`src/rtl/pcrel_pkg.sv`:
```
package pcrel_pkg;

  // instruction state encoding
  typedef enum logic {
    ST_COMPACT = 1'b0,
    ST_FIXED   = 1'b1
  } isa_state_e;

  // distance the program counter reads ahead of the current instruction
  localparam int unsigned AHEAD_COMPACT = 4;
  localparam int unsigned AHEAD_FIXED   = 8;

  // true when a compact-state first halfword opens a 32-bit instruction
  function automatic logic opens_long(input logic [15:0] hw);
    return (hw[15:11] == 5'b11101) || (hw[15:11] == 5'b11110) ||
           (hw[15:11] == 5'b11111);
  endfunction

endpackage

```
`src/rtl/hw_assembler.sv`:
```
module hw_assembler
  import pcrel_pkg::*;
#(
  parameter int AW = 32,
  parameter int OW = 12
) (
  input  logic          clk,
  input  logic          rst,
  input  logic          acc,
  input  isa_state_e    mode_in,
  input  logic [15:0]   hw_data,
  input  logic [AW-1:0] hw_addr,
  input  logic [OW-1:0] hw_off,
  output logic          done,
  output logic          wide_start,
  output logic          pend,
  output logic [31:0]   instr,
  output logic [AW-1:0] iaddr,
  output logic          len32,
  output isa_state_e    imode,
  output logic [OW-1:0] ioff
);

  logic [15:0]   first_hw;
  logic [AW-1:0] first_addr;
  isa_state_e    first_mode;

  // a lone first halfword needs a partner when fixed, or when it opens a long one
  assign wide_start = acc && !pend &&
                      ((mode_in == ST_FIXED) || opens_long(hw_data));
  assign done       = acc && !wide_start;
  assign imode      = pend ? first_mode : mode_in;
  assign iaddr      = pend ? first_addr : hw_addr;
  assign len32      = pend;
  assign ioff       = hw_off;

  always_comb begin
    if (!pend)
      instr = {16'h0000, hw_data};
    else if (first_mode == ST_FIXED)
      instr = {hw_data, first_hw};
    else
      instr = {first_hw, hw_data};
  end

  always_ff @(posedge clk) begin
    if (rst) begin
      pend       <= 1'b0;
      first_hw   <= '0;
      first_addr <= '0;
      first_mode <= ST_COMPACT;
    end else if (wide_start) begin
      pend       <= 1'b1;
      first_hw   <= hw_data;
      first_addr <= hw_addr;
      first_mode <= mode_in;
    end else if (acc) begin
      pend       <= 1'b0;
    end
  end


  hold_first_chk: assert property (@(posedge clk) disable iff (rst)
    wide_start |=> pend);


  reset_drop_chk: assert property (@(posedge clk) rst |=> !pend);

endmodule

```
`src/rtl/pc_calc.sv`:
```
module pc_calc
  import pcrel_pkg::*;
#(
  parameter int AW = 32,
  parameter int OW = 12
) (
  input  logic [AW-1:0] iaddr,
  input  isa_state_e    imode,
  input  logic [OW-1:0] ioff,
  output logic [AW-1:0] pc,
  output logic [AW-1:0] base,
  output logic [AW-1:0] ea
);

  localparam int XW = AW - OW;

  function automatic logic [AW-1:0] pc_read(input logic [AW-1:0] a,
                                            input isa_state_e m);
    logic [AW-1:0] ahead;
    ahead = (m == ST_FIXED) ? AW'(AHEAD_FIXED) : AW'(AHEAD_COMPACT);
    return a + ahead;
  endfunction

  function automatic logic [AW-1:0] word_floor(input logic [AW-1:0] v);
    return {v[AW-1:2], 2'b00};
  endfunction

  function automatic logic [AW-1:0] add_signed(input logic [AW-1:0] b,
                                               input logic [OW-1:0] o);
    return b + {{XW{o[OW-1]}}, o};
  endfunction

  assign pc   = pc_read(iaddr, imode);
  assign base = word_floor(pc);
  assign ea   = add_signed(base, ioff);

endmodule

```
`src/rtl/pcrel_addr_unit.sv`:
```
module pcrel_addr_unit
  import pcrel_pkg::*;
#(
  parameter int AW = 32,
  parameter int OW = 12
) (
  input  logic          clk,
  input  logic          rst,
  input  logic          fixed_state,
  input  logic          hw_valid,
  output logic          hw_ready,
  input  logic [15:0]   hw_data,
  input  logic [AW-1:0] hw_addr,
  input  logic [OW-1:0] imm_off,
  output logic          out_valid,
  output logic [31:0]   out_instr,
  output logic [AW-1:0] out_addr,
  output logic          out_len32,
  output logic [AW-1:0] out_pc,
  output logic [AW-1:0] out_base,
  output logic [AW-1:0] out_ea
);

  logic          acc, done, wide_start, pend, len32;
  logic [31:0]   instr;
  logic [AW-1:0] iaddr, pc, base, ea;
  logic [OW-1:0] ioff;
  isa_state_e    mode_in, imode;
  isa_state_e    out_mode_q;

  assign hw_ready = !rst;
  assign acc      = hw_valid && hw_ready;
  assign mode_in  = fixed_state ? ST_FIXED : ST_COMPACT;

  hw_assembler #(.AW(AW), .OW(OW)) i_asm (
    .clk(clk), .rst(rst), .acc(acc), .mode_in(mode_in),
    .hw_data(hw_data), .hw_addr(hw_addr), .hw_off(imm_off),
    .done(done), .wide_start(wide_start), .pend(pend),
    .instr(instr), .iaddr(iaddr), .len32(len32), .imode(imode), .ioff(ioff)
  );

  pc_calc #(.AW(AW), .OW(OW)) i_calc (
    .iaddr(iaddr), .imode(imode), .ioff(ioff),
    .pc(pc), .base(base), .ea(ea)
  );

  always_ff @(posedge clk) begin
    if (rst) begin
      out_valid  <= 1'b0;
      out_instr  <= '0;
      out_addr   <= '0;
      out_len32  <= 1'b0;
      out_pc     <= '0;
      out_base   <= '0;
      out_ea     <= '0;
      out_mode_q <= ST_COMPACT;
    end else begin
      out_valid <= done;
      if (done) begin
        out_instr  <= instr;
        out_addr   <= iaddr;
        out_len32  <= len32;
        out_pc     <= pc;
        out_base   <= base;
        out_ea     <= ea;
        out_mode_q <= imode;
      end
    end
  end


  compact_ahead_chk: assert property (@(posedge clk) disable iff (rst)
    (out_valid && out_mode_q == ST_COMPACT) |-> (out_pc - out_addr) == AW'(4));


  fixed_ahead_chk: assert property (@(posedge clk) disable iff (rst)
    (out_valid && out_mode_q == ST_FIXED) |-> (out_pc - out_addr) == AW'(8));


  base_floor_chk: assert property (@(posedge clk) disable iff (rst)
    out_valid |-> (out_base[1:0] == 2'b00 && (out_pc - out_base) < AW'(4)));


  narrow_upper_chk: assert property (@(posedge clk) disable iff (rst)
    (out_valid && !out_len32) |-> out_instr[31:16] == 16'h0000);


  fixed_len_chk: assert property (@(posedge clk) disable iff (rst)
    (out_valid && out_mode_q == ST_FIXED) |-> out_len32);


  no_early_out_chk: assert property (@(posedge clk) disable iff (rst)
    wide_start |=> !out_valid);


  reset_quiet_chk: assert property (@(posedge clk) rst |=> !out_valid);

endmodule

```
`config.mk`:
```
export PLATFORM = sky130hd
export DESIGN_NAME = pcrel_addr_unit
export DESIGN_NICKNAME = d
export VERILOG_FILES = /design/src/rtl/pcrel_pkg.sv /design/src/rtl/hw_assembler.sv /design/src/rtl/pc_calc.sv /design/src/rtl/pcrel_addr_unit.sv
export SDC_FILE = /design/constraint.sdc
export NUM_CORES = 1
export LEC_CHECK = 0
export BUFFER_PORTS_ARGS = -buffer_cell sky130_fd_sc_hd__buf_2
export CAP_MARGIN = 20
export CORE_MARGIN = 8
export CORE_UTILIZATION = 58
export CTS_CLUSTER_DIAMETER = 100
export CTS_CLUSTER_SIZE = 8
export DETAILED_ROUTE_END_ITERATION = 8
export GPL_TIMING_DRIVEN = 0
export PLACE_DENSITY = 0.86
export SYNTH_ARGS = -nofsm -noshare
export SYNTH_HDL_FRONTEND = slang
export SYNTH_SLANG_ARGS = --single-unit
```
`constraint.sdc`:
```
create_clock -name clk -period 15.25 [get_ports clk]
set_input_delay 1.525 -clock clk [delete_from_list [all_inputs] [get_ports clk]]
set_output_delay 1.525 -clock clk [all_outputs]
set_load 0.01 [all_outputs]
```
==> key figures, run 1 <==
Status
  • Status: completed

Setup path
  • Critical path class: register to register
  • Kind of end point of the critical path: register
  • CP Max Fanout: 10
  • Req. time, crit path: 15630 ps
  • CP Data Arrival Time: 6580 ps
  • CP cell instances: buf_6 -> buf_6 -> buf_2 -> buf_1 -> mux2_2 -> ha_1 -> fa_1 -> inv_1 -> a211oi_4 -> and3_2 -> nand2_1 -> xor2_1 -> mux2i_1 -> ha_1 -> a211oi_1 -> o21bai_1 -> or3_1 -> a211oi_1 -> a211o_1 -> nor2b_1 -> or3_1 -> nand3_1
  • Crit path buffers/inverters: 5
  • Largest stage delay, worst path: 560 ps
  • Crit path launch type: register
  • Top delay family on crit path: buffers and inverters
  • Max stage delay cell, worst path: buf_1

STA
  • Fin. Hold Viols: 0
  • Final WS setup: 9060 ps
  • Tightest Pin Transition: 746 ps
  • Count of final setup violators: 0
  • Setup skew after layout: 10.7 ps
  • FMAX: 161 MHz
  • Setup TNS: 0 ps
  • RSZ-0062 raised after global routing: no
  • Period utilisation layout: 40.6%
  • Hold slack: 456 ps
  • Slew Viols, Final: 0
  • Max_slew headroom: 50.3%
  • Tmin final: slightly above 6000 ps

Floorplanning
  • Core area: 15700 µm²
  • DIE AREA: approximately 20000 µm²
  • Starting Density: 58.5%
  • Row count: 46
  • Chip Height: 142 µm
  • Die X: roughly 140 µm
  • Top-Level Pins: 227

Global route
  • Vias in the first global route: approximately 8600
  • Global-route wire length before repair: between 40000 and 50000 µm
  • Gr ovfl total: 0
  • All-Layer GR Usage: 28.8%
  • Largest net degree at the start of global routing: 23
  • Initial antenna violation count: 4

Logic synthesis
  • FFs w/ async S/R, synth: 0%
  • Mean cell area of the mapped netlist: 8.24 µm²
  • Post-Synthesis Cell Area: 9190 µm²
  • Cell variety after synth: 67
  • Area contributors post-synth: dfxtp_1, nand2_1, nand3_1, ha_1, a21oi_1
  • Most common cell in the netlist: nand2_1
  • Main synth FF type: dfxtp_1
  • Warning count from the yosys run: 0
  • Post-synth top area share: 38.8%
  • Flops & latches, synth: 178
  • Post-synthesis sequential area ratio: 38.8%
  • Syn Inst Count: 1116
  • Area leader, netlist: dfxtp_1
  • Commonest cells in the netlist: nand2_1, dfxtp_1, nand3_1
  • Post-synth EDFFs: 0

Routing
  • # DRC: 0
  • DRT Pass-1 Iters: 5
  • Per-cell routed wire length: between 15 and 20 µm
  • DRT antenna net count: 0
  • DRT iter0 DRCs: 791
  • Drt total wl: 29400 µm
  • DR vias: 9103
  • DR vias/cell: ~5.7

CTS
  • CTS tree: done
  • Later-pin clock latency in the skew report: approximately 440 ps
  • Worst-path clk slew: 70 ps
  • Max Root-Sink Buffers: 2
  • Cts hold-fix bufs: 0
  • CTS Sinks: 178
  • TritonCTS Buffers: 17
  • Clock Tree Root: clkbuf_16
  • Setup bufs post-CTS: 0
  • Post-cts repair resize count: 0
  • CTS H-tree depth: 4

Power
  • Worst IR Drop VDD: 0.0815 mV
  • Final Power: 1.21 mW
  • Static leakage: 4.95 nW
  • Pwr Density: about 110 nW/µm²

Hold path
  • Hold Path Class: register to register

Placement
  • Dpl ws: 8840 ps
  • DP HPWL: 23000 µm
  • IO buf count: 223
  • GP Congestion: 0.969

Cells and area
  • Area Overhead vs Synth: 21.4%
  • Fraction of layout cells with a size suffix above 1: 24.1%
  • Nets: 1457
  • Post-layout util: 71.0%
  • Fillers: 1305

Job
  • Max cap viols: 0
-- metrics by stage --
stage / cells / instance area (µm²)
finish: 1592 / 11200
detailed placement: 1556 / 10600
global route: 1589 / 11200
floorplan: 1117 / 9200
global placement: 1556 / 10600
CTS: 1588 / 11200
-- routing by layer --
metal | GRT usage, % | part of all wire, % | up-vias
met2 | 47.9 | 47 | 442
met5 | 0 | 0.085 | -
met4 | 10.9 | 2.9 | 4
li1 | - | - | 4376
met1 | 33.9 | 40 | 4213
met3 | 9.48 | 10 | 68
-- layout by cell type, fill, tap and decap left out, types with 4 or more instances in the layout --
master     synthesis  final
buf_2              1    224
nand2_1          208    208
dfxtp_1          178    178
nand3_1           83     83
a21oi_1           75     75
o21ai_0           66     66
nor2_1            65     65
clkbuf_1          60     60
buf_4             35     35
ha_1              32     32
mux2i_1           31     31
xor2_1            28     28
xnor2_1           26     26
a21o_1            18     18
mux2_2            18     18
a311oi_1          17     17
a211oi_1          17     17
clkbuf_16          0     17
a22oi_1           16     16
inv_1             12     12
buf_1              9      9
and3_1             9      9
a31o_2             8      8
nor3_1             7      7
a31oi_1            7      7
nor3b_1            6      6
or3_1              5      5
diode_2            0      4
o211ai_1           4      4
o21ai_1            4      4
nand2b_1           4      4
nor2b_1            4      4
nand4_1            4      4
o21a_1             4      4
o21bai_1           4      4
clkinv_4           0      4
-- power breakdown --
| part | switching [mW] | total [mW] | internal, mW |
|---|---|---|---|
| Clock | 0.193 | 0.424 | 0.231 |
| Combinational | 0.164 | 0.271 | 0.107 |
| Sequential | 0.0200 | 0.516 | 0.496 |
-- layout make-up --
cell class              instances  area, µm²  area share (%)
multi-input cells             818       5020            45.0
flip-flops and latches        178       3560            31.9
repair buffers                223       1120            10.0
plain buffers                 108        561            5.02
clock buffers                  18        439            3.93
well taps                     216        270            2.42
clock inverters                14        131            1.18
inverters                      13       48.8           0.437
diodes                          4       10.0          0.0897
-- sequential cells by signal, summed over array words and instances (netlist names) --
signal,flops
out_pc,30
i_asm.first_mode,1
out_ea,32
i_asm.first_hw,16
out_addr,32
i_asm.len32,1
i_asm.first_addr,32
out_len32,1
out_instr,32
out_valid,1
-- path summary, 6_finish.rpt --
path	from	end	slack, ps	cells after the start
hold reg to reg	i_asm.first_addr[25]$_SDFFE_PP0P_	i_asm.first_addr[25]$_SDFFE_PP0P_	460	2
hold / removal	i_asm.first_addr[25]$_SDFFE_PP0P_	i_asm.first_addr[25]$_SDFFE_PP0P_	460	2
setup / recovery	i_asm.len32$_SDFFE_PP0P_	out_ea[29]$_SDFFE_PP0P_	9060	22
setup reg to reg	i_asm.len32$_SDFFE_PP0P_	out_ea[29]$_SDFFE_PP0P_	9060	22
-- worst reg2reg max path: stages, from the launching register on --
cell	delay (ps)
dfxtp_1	380
buf_6	180
buf_6	180
buf_2	330
buf_1	570
mux2_2	450
ha_1	240
fa_1	400
inv_1	150
a211oi_4	80
and3_2	240
nand2_1	90
xor2_1	60
mux2i_1	410
ha_1	400
a211oi_1	240
o21bai_1	170
or3_1	420
a211oi_1	380
a211o_1	270
nor2b_1	80
or3_1	340
nand3_1	80
-- cell families after synthesis --
group | after synthesis | share of synthesized area, %
fa+ha+maj | 34 | 4.79
compound gates | 263 | 18.5
flops | 178 | 38.8
mux | 50 | 5.73
buf+inv | 121 | 6.63
other cells | 1 | 0.0408
simple gates | 414 | 20.2
xor+xnor | 55 | 5.32
Power figures use the tool's default switching activity.
==> inputs of run 2 (changes only) <==
--- a/config.mk
+++ b/config.mk
@@ -8,12 +8,12 @@
 export BUFFER_PORTS_ARGS = -buffer_cell sky130_fd_sc_hd__buf_2
 export CAP_MARGIN = 20
 export CORE_MARGIN = 8
-export CORE_UTILIZATION = 58
+export CORE_UTILIZATION = 54
 export CTS_CLUSTER_DIAMETER = 100
 export CTS_CLUSTER_SIZE = 8
 export DETAILED_ROUTE_END_ITERATION = 8
 export GPL_TIMING_DRIVEN = 0
-export PLACE_DENSITY = 0.86
+export PLACE_DENSITY = 0.81
 export SYNTH_ARGS = -nofsm -noshare
 export SYNTH_HDL_FRONTEND = slang
 export SYNTH_SLANG_ARGS = --single-unit
==> constraint.sdc (replaced) <==
create_clock -name clk -period 5.7 [get_ports clk]
set_input_delay 0.57 -clock clk [delete_from_list [all_inputs] [get_ports clk]]
set_output_delay 0.57 -clock clk [all_outputs]
set_load 0.01 [all_outputs]
==> key figures, run 2 (synthesis results as in run 1) <==
Floorplanning
  • Top-Level Pins: 227 (unchanged)
  • DIE AREA: 21500 µm² (was 20100 µm²)
  • Row count: 47 (was 46)
  • Chip Height: 146 µm (was 142 µm)
  • Starting Density: 55.2% (was 58.5%)
  • Core area: 16600 µm² (was 15700 µm²)
  • Die X: 146 µm (was 142 µm)

Routing
  • Per-cell routed wire length: 18.2 µm (was 18.5 µm)
  • # DRC: 0 (unchanged)
  • DRT Pass-1 Iters: 5 (unchanged)
  • DR vias: 9124 (was 9103)
  • DRT iter0 DRCs: 586 (was 791)
  • DR vias/cell: 5.73 (was 5.72)
  • Drt total wl: 29000 µm (was 29400 µm)
  • DRT antenna net count: 0 (unchanged)

Global route
  • Gr ovfl total: 0 (unchanged)
  • Vias in the first global route: 8902 (was 8565)
  • Largest net degree at the start of global routing: 23 (unchanged)
  • All-Layer GR Usage: 26.5% (was 28.8%)
  • Initial antenna violation count: 7 (was 4)
  • Global-route wire length before repair: 46300 µm (was 45900 µm)

Setup path
  • Critical path class: register to register (unchanged)
  • Register-to-register path setup slack: 320 ps (was 9060 ps)
  • Worst r2r path cells: 21 (was 22)
  • Crit path buffers/inverters: 4 (was 5)
  • FF-to-FF Start: i_asm.len32$_SDFFE_PP0P_ (unchanged)
  • Req. time, crit path: 6070 ps (was 15630 ps)
  • Kind of end point of the critical path: register (unchanged)
  • Largest stage delay, worst path: 410 ps (was 560 ps)
  • CP Max Fanout: 19 (was 10)
  • CP Data Arrival Time: 5750 ps (was 6580 ps)
  • Reg-to-reg endpoint: out_ea[29]$_SDFFE_PP0P_ (unchanged)
  • Top delay family on crit path: simple AND/OR/NAND/NOR gates (was buffers and inverters)
  • Max stage delay cell, worst path: or3_1 (was buf_1)
  • CP cell instances: buf_6 -> buf_6 -> buf_4 -> mux2_2 -> ha_1 -> fa_1 -> inv_1 -> a211oi_4 -> and3_2 -> nand2_2 -> a21oi_1 -> xnor2_1 -> ha_1 -> a211oi_1 -> o21bai_1 -> or3_1 -> a211oi_2 -> a211o_1 -> nor2b_1 -> or3_1 -> nand3_1 (was buf_6 -> buf_6 -> buf_2 -> buf_1 -> mux2_2 -> ha_1 -> fa_1 -> inv_1 -> a211oi_4 -> and3_2 -> nand2_1 -> xor2_1 -> mux2i_1 -> ha_1 -> a211oi_1 -> o21bai_1 -> or3_1 -> a211oi_1 -> a211o_1 -> nor2b_1 -> or3_1 -> nand3_1)
  • Crit path launch type: register (unchanged)

STA
  • RSZ-0062 raised after global routing: no (unchanged)
  • Max_slew headroom: 50.0% (was 50.3%)
  • Setup skew after layout: 12.4 ps (was 10.7 ps)
  • Fin. Hold Viols: 0 (unchanged)
  • FMAX: 186 MHz (was 161 MHz)
  • Slew Viols, Final: 0 (unchanged)
  • Count of final setup violators: 0 (unchanged)
  • Hold slack: 316 ps (was 456 ps)
  • Tightest Pin Transition: 728 ps (was 746 ps)
  • Tmin final: 5380 ps (was 6190 ps)
  • Period utilisation layout: 94.4% (was 40.6%)

CTS
  • CTS Sinks: 178 (unchanged)
  • Setup bufs post-CTS: 0 (unchanged)
  • CTS tree: done (unchanged)
  • CTS H-tree depth: 4 (unchanged)
  • Clock Tree Root: clkbuf_16 (unchanged)
  • Worst-path clk slew: 70 ps (about the same)
  • Max Root-Sink Buffers: 2 (unchanged)
  • TritonCTS Buffers: 17 (unchanged)
  • Later-pin clock latency in the skew report: 430 ps (was 440 ps)

Placement
  • Dpl cell area: 10600 µm² (about the same)
  • GP Congestion: 0.911 (was 0.969)
  • IO buf count: 223 (unchanged)
  • DP HPWL: 22600 µm (was 23000 µm)

Hold path
  • Hold Path Class: input pin to register (was register to register)
  • Hold Crit Depth: 3 (was 2)
  • HP Start: imm_off[0] (was i_asm.first_addr[25]$_SDFFE_PP0P_)
  • Worst hold path endpoint: out_ea[0]$_SDFFE_PP0P_ (was i_asm.first_addr[25]$_SDFFE_PP0P_)

Cells and area
  • Most frequent cells in the layout: buf_2, nand2_1, dfxtp_1 (unchanged)
  • Commonest non-fill, non-tap cell in the layout: buf_2 (unchanged)
  • Post-Layout Inst Area: 11200 µm² (about the same)
  • Area Overhead vs Synth: 21.6% (was 21.4%)
  • Nets: 1456 (was 1457)
  • Fraction of layout cells with a size suffix above 1: 24.3% (was 24.1%)

Power
  • Final Power: 3.24 mW (was 1.21 mW)
  • Static leakage: 4.95 nW (about the same)
  • Worst IR Drop VDD: 0.228 mV (was 0.0815 mV)
  • Pwr Density: 290 nW/µm² (was 108 nW/µm²)

Status
  • Status: completed (unchanged)

Job
  • Max cap viols: 0 (unchanged)
[run 2: worst max-delay path by stage]
| stage | from | end | slack [ps] | cells past startpoint |
|---|---|---|---|---|
| after global routing | i_asm.len32$_SDFFE_PP0P_ | out_ea[31]$_SDFFE_PP0P_ | 120 | 21 |
| after CTS | i_asm.len32$_SDFFE_PP0P_ | out_ea[31]$_SDFFE_PP0P_ | 8 | 22 |
| final | i_asm.len32$_SDFFE_PP0P_ | out_ea[29]$_SDFFE_PP0P_ | 320 | 21 |
| after floorplan | i_asm.len32$_SDFFE_PP0P_ | out_ea[29]$_SDFFE_PP0P_ | 800 | 22 |
| after global placement | i_asm.len32$_SDFFE_PP0P_ | out_ea[29]$_SDFFE_PP0P_ | -310 | 22 |
| after detailed placement | i_asm.len32$_SDFFE_PP0P_ | out_ea[29]$_SDFFE_PP0P_ | -380 | 22 |
[run 2: layout make-up]
cell class / count / area [µm²]
Multi-Input combinational cell: 818 / 5040
Buffer: 107 / 559
Timing Repair Buffer: 223 / 1120
Inverter: 13 / 48.8
Tap cell: 220 / 275
Sequential cell: 178 / 3560
Clock inverter: 13 / 129
Fill cell: 1418 / 5470
Clock buffer: 18 / 439
Antenna cell: 3 / 7.51
[run 2: timing repair]
item	CTS	global route
hold buffers	0	0
gates cloned	0	0
gates resized for setup	4	2
setup endpoints to repair	8	7
[run 2: through the flow]
step                setup slack, ps  util (%)  cells  setup TNS, ps
floorplan                       801         -   1117              0
detailed placement             -378      63.6   1560          -1050
global route                    125      67.1   1592              0
finish                          320      67.1   1593              0
CTS                            8.07      67.1   1591              0
global placement               -312      63.6   1560           -791
[run 2: tightest hold or removal path, cell delays in order]
cell and delay, ps:
buf_2 70, nand2_1 40, nand2_1 40
[run 2: per-layer routing]
layer  track usage [%]  share of wire (%)  routed length (µm)
met3              8.13                9.3                2700
met1              31.1                 40               11600
met4              11.5                3.4                 971
met5                 0               0.20                  57
met2              44.0                 47               13600
[run 2: power breakdown]
| group | internal [mW] | switching, mW | leakage [nW] |
|---|---|---|---|
| Combinational | 0.286 | 0.430 | 3.22 |
| Sequential | 1.33 | 0.0535 | 1.45 |
| Clock | 0.621 | 0.522 | 0.279 |
| Total | 2.23 | 1.01 | 4.95 |
==> inputs of run 3 (changes only) <==
--- a/config.mk
+++ b/config.mk
@@ -5,15 +5,15 @@
 export SDC_FILE = /design/constraint.sdc
 export NUM_CORES = 1
 export LEC_CHECK = 0
-export BUFFER_PORTS_ARGS = -buffer_cell sky130_fd_sc_hd__buf_2
+export BUFFER_PORTS_ARGS = -buffer_cell sky130_fd_sc_hd__buf_4
 export CAP_MARGIN = 20
 export CORE_MARGIN = 8
-export CORE_UTILIZATION = 54
+export CORE_UTILIZATION = 50
 export CTS_CLUSTER_DIAMETER = 100
 export CTS_CLUSTER_SIZE = 8
 export DETAILED_ROUTE_END_ITERATION = 8
 export GPL_TIMING_DRIVEN = 0
-export PLACE_DENSITY = 0.81
+export PLACE_DENSITY = 0.76
 export SYNTH_ARGS = -nofsm -noshare
 export SYNTH_HDL_FRONTEND = slang
 export SYNTH_SLANG_ARGS = --single-unit
==> constraint.sdc (replaced) <==
create_clock -name clk -period 5.7 [get_ports clk]
set_input_delay 1.14 -clock clk [delete_from_list [all_inputs] [get_ports clk]]
set_output_delay 1.14 -clock clk [all_outputs]
set_load 0.01 [all_outputs]
==> key figures, run 3 (synthesis results as in run 1) <==
Setup path
  • CP cell instances: buf_6 -> buf_6 -> buf_4 -> mux2_2 -> ha_1 -> fa_1 -> inv_1 -> a211oi_4 -> and3_2 -> nand2_1 -> xor2_1 -> ha_1 -> clkbuf_1 -> a211oi_1 -> o21bai_1 -> or3_1 -> a211oi_2 -> a211o_1 -> nor2b_1 -> or3_1 -> nand3_1 (was buf_6 -> buf_6 -> buf_4 -> mux2_2 -> ha_1 -> fa_1 -> inv_1 -> a211oi_4 -> and3_2 -> nand2_2 -> a21oi_1 -> xnor2_1 -> ha_1 -> a211oi_1 -> o21bai_1 -> or3_1 -> a211oi_2 -> a211o_1 -> nor2b_1 -> or3_1 -> nand3_1)
  • CP Data Arrival Time: 5890 ps (was 5750 ps)
  • Largest stage delay, worst path: 400 ps (was 410 ps)
  • Worst r2r path cells: 21 (unchanged)
  • Max stage delay cell, worst path: dfxtp_1 (was or3_1)
  • Critical path class: register to register (unchanged)
  • Req. time, crit path: 6060 ps (was 6070 ps)
  • Crit path launch type: register (unchanged)
  • CP Max Fanout: 19 (unchanged)
  • Kind of end point of the critical path: register (unchanged)

STA
  • Hold slack: 455 ps (was 316 ps)
  • Fin. Hold Viols: 0 (unchanged)
  • Final WS setup: 175 ps (was 320 ps)
  • FMAX: 181 MHz (was 186 MHz)
  • Tmin final: 5520 ps (was 5380 ps)
  • Setup skew after layout: 10.5 ps (was 12.4 ps)
  • Tightest Pin Transition: 812 ps (was 728 ps)
  • Max_slew headroom: 45.5% (was 50.0%)
  • Count of final setup violators: 0 (unchanged)
  • RSZ-0062 raised after global routing: no (unchanged)
  • Slew Viols, Final: 0 (unchanged)
  • Period utilisation layout: 96.9% (was 94.4%)

Floorplanning
  • Starting Density: 51.0% (was 55.2%)
  • Top-Level Pins: 227 (unchanged)
  • DIE AREA: 23000 µm² (was 21500 µm²)
  • Chip Height: 152 µm (was 146 µm)
  • Core area: 18000 µm² (was 16600 µm²)
  • Die X: 152 µm (was 146 µm)
  • Row count: 49 (was 47)

Routing
  • DR vias: 9003 (was 9124)
  • DRT Pass-1 Iters: 5 (unchanged)
  • DRT antenna net count: 0 (unchanged)
  • DR vias/cell: 5.64 (was 5.73)
  • DRT iter0 DRCs: 574 (was 586)
  • # DRC: 0 (unchanged)
  • Drt total wl: 29800 µm (was 29000 µm)
  • Per-cell routed wire length: 18.7 µm (was 18.2 µm)

Placement
  • DP HPWL: 23400 µm (was 22600 µm)
  • Dpl ws: -550 ps (was -378 ps)
  • GP Congestion: 0.909 (was 0.911)
  • Dpl cell area: 11200 µm² (was 10600 µm²)
  • IO buf count: 223 (unchanged)

Cells and area
  • Commonest non-fill, non-tap cell in the layout: buf_4 (was buf_2)
  • Most frequent cells in the layout: buf_4, nand2_1, dfxtp_1 (was buf_2, nand2_1, dfxtp_1)
  • Post-Layout Inst Area: 11700 µm² (was 11200 µm²)
  • Fillers: 1573 (was 1418)
  • Nets: 1456 (unchanged)
  • Fraction of layout cells with a size suffix above 1: 24.1% (was 24.3%)
  • N_diodes: 0 (was 3)
  • Area Overhead vs Synth: 27.3% (was 21.6%)
  • Post-layout util: 64.9% (was 67.1%)

Global route
  • Gr ovfl total: 0 (unchanged)
  • Largest net degree at the start of global routing: 23 (unchanged)
  • Global-route wire length before repair: 45700 µm (was 46300 µm)
  • Vias in the first global route: 8678 (was 8902)
  • All-Layer GR Usage: 25.3% (was 26.5%)
  • Initial antenna violation count: 0 (was 7)

Status
  • Status: completed (unchanged)

CTS
  • Max Root-Sink Buffers: 2 (unchanged)
  • CTS H-tree depth: 4 (unchanged)
  • TritonCTS Buffers: 17 (unchanged)
  • Setup bufs post-CTS: 0 (unchanged)
  • Later-pin clock latency in the skew report: 430 ps (about the same)
  • CTS Sinks: 178 (unchanged)
  • Worst-path clk slew: 60 ps (was 70 ps)
  • CTS tree: done (unchanged)
  • Clock Tree Root: clkbuf_16 (unchanged)

Hold path
  • Hold Path Class: register to register (was input pin to register)
  • Hold Crit Depth: 2 (was 3)

Power
  • Pwr Density: 278 nW/µm² (was 290 nW/µm²)
  • Worst IR Drop VDD: 0.268 mV (was 0.228 mV)
  • Static leakage: 4.99 nW (was 4.95 nW)

Job
  • Max cap viols: 0 (unchanged)
==> run 3: cell count changes in the layout (fill, tap and decap cells not counted), sizes merged <==
cell	delta
clkbuf	-1
diode	-3
inv	-2
clkinv	-1
clkinvlp	+2
==> run 3: final cells by class <==
| type | instances | area [µm²] | area share [%] |
|---|---|---|---|
| inverter | 13 | 48.8 | 0.417 |
| buffer | 107 | 559 | 4.78 |
| clock buffer | 17 | 425 | 3.64 |
| sequential | 178 | 3560 | 30.5 |
| timing repair buffer | 223 | 1670 | 14.3 |
| clock inverter | 12 | 111 | 0.952 |
| multi-input combinational | 818 | 5030 | 43.0 |
| tap | 229 | 287 | 2.45 |
==> run 3: report_power, final <==
part           leakage [nW]  switching [mW]  total, mW  internal (mW)
sequential             1.45          0.0569       1.38           1.33
combinational          3.28           0.435      0.773          0.338
clock                 0.258           0.500       1.10          0.596
==> run 3: per-stage QoR <==
step                TNS (ps)  instances  power, mW
finish                     0       1597       3.25
global route               0       1597       3.39
CTS                        0       1598       3.26
detailed placement     -1740       1569       2.17
global placement       -1680       1569       2.16
floorplan                  0       1117       1.86
==> run 3: per-layer routing <==
metal | vias to the layer above | wire, µm | global-route usage [%]
li1 | 4357 | - | -
met1 | 4197 | 11900 | 29.9
met2 | 394 | 14100 | 42.7
met3 | 55 | 3010 | 7.07
met4 | 0 | 871 | 9.75
met5 | - | 0 | 0
==> run 3: repair_timing <==
action | in CTS | in global routing
gates resized for setup | 5 | 0
endpoints found under the setup margin | 7 | 4
hold buffers | 0 | 0
endpoints found under the hold margin | 0 | 0
gates cloned | 0 | 0
==> run 3: critical path: cells and delay by family, from the launching register on <==
family,cells,cell delay [ps]
XOR/XNOR,1,270
buffers and inverters,5,1030
multiplexers,1,400
AND/OR/NAND/NOR,6,1230
flip-flops,1,400
AO/OA/AOI/OAI,5,1210
adder cells (fa/ha/maj),3,920
==> run 3: path summary, 6_finish.rpt <==
kind | slack, ps | startpoint | to
setup / recovery | 180 | i_asm.len32$_SDFFE_PP0P_ | out_ea[29]$_SDFFE_PP0P_
hold / removal | 460 | out_ea[3]$_SDFFE_PP0P_ | out_ea[3]$_SDFFE_PP0P_
setup reg to reg | 180 | i_asm.len32$_SDFFE_PP0P_ | out_ea[29]$_SDFFE_PP0P_
hold reg to reg | 460 | out_ea[3]$_SDFFE_PP0P_ | out_ea[3]$_SDFFE_PP0P_
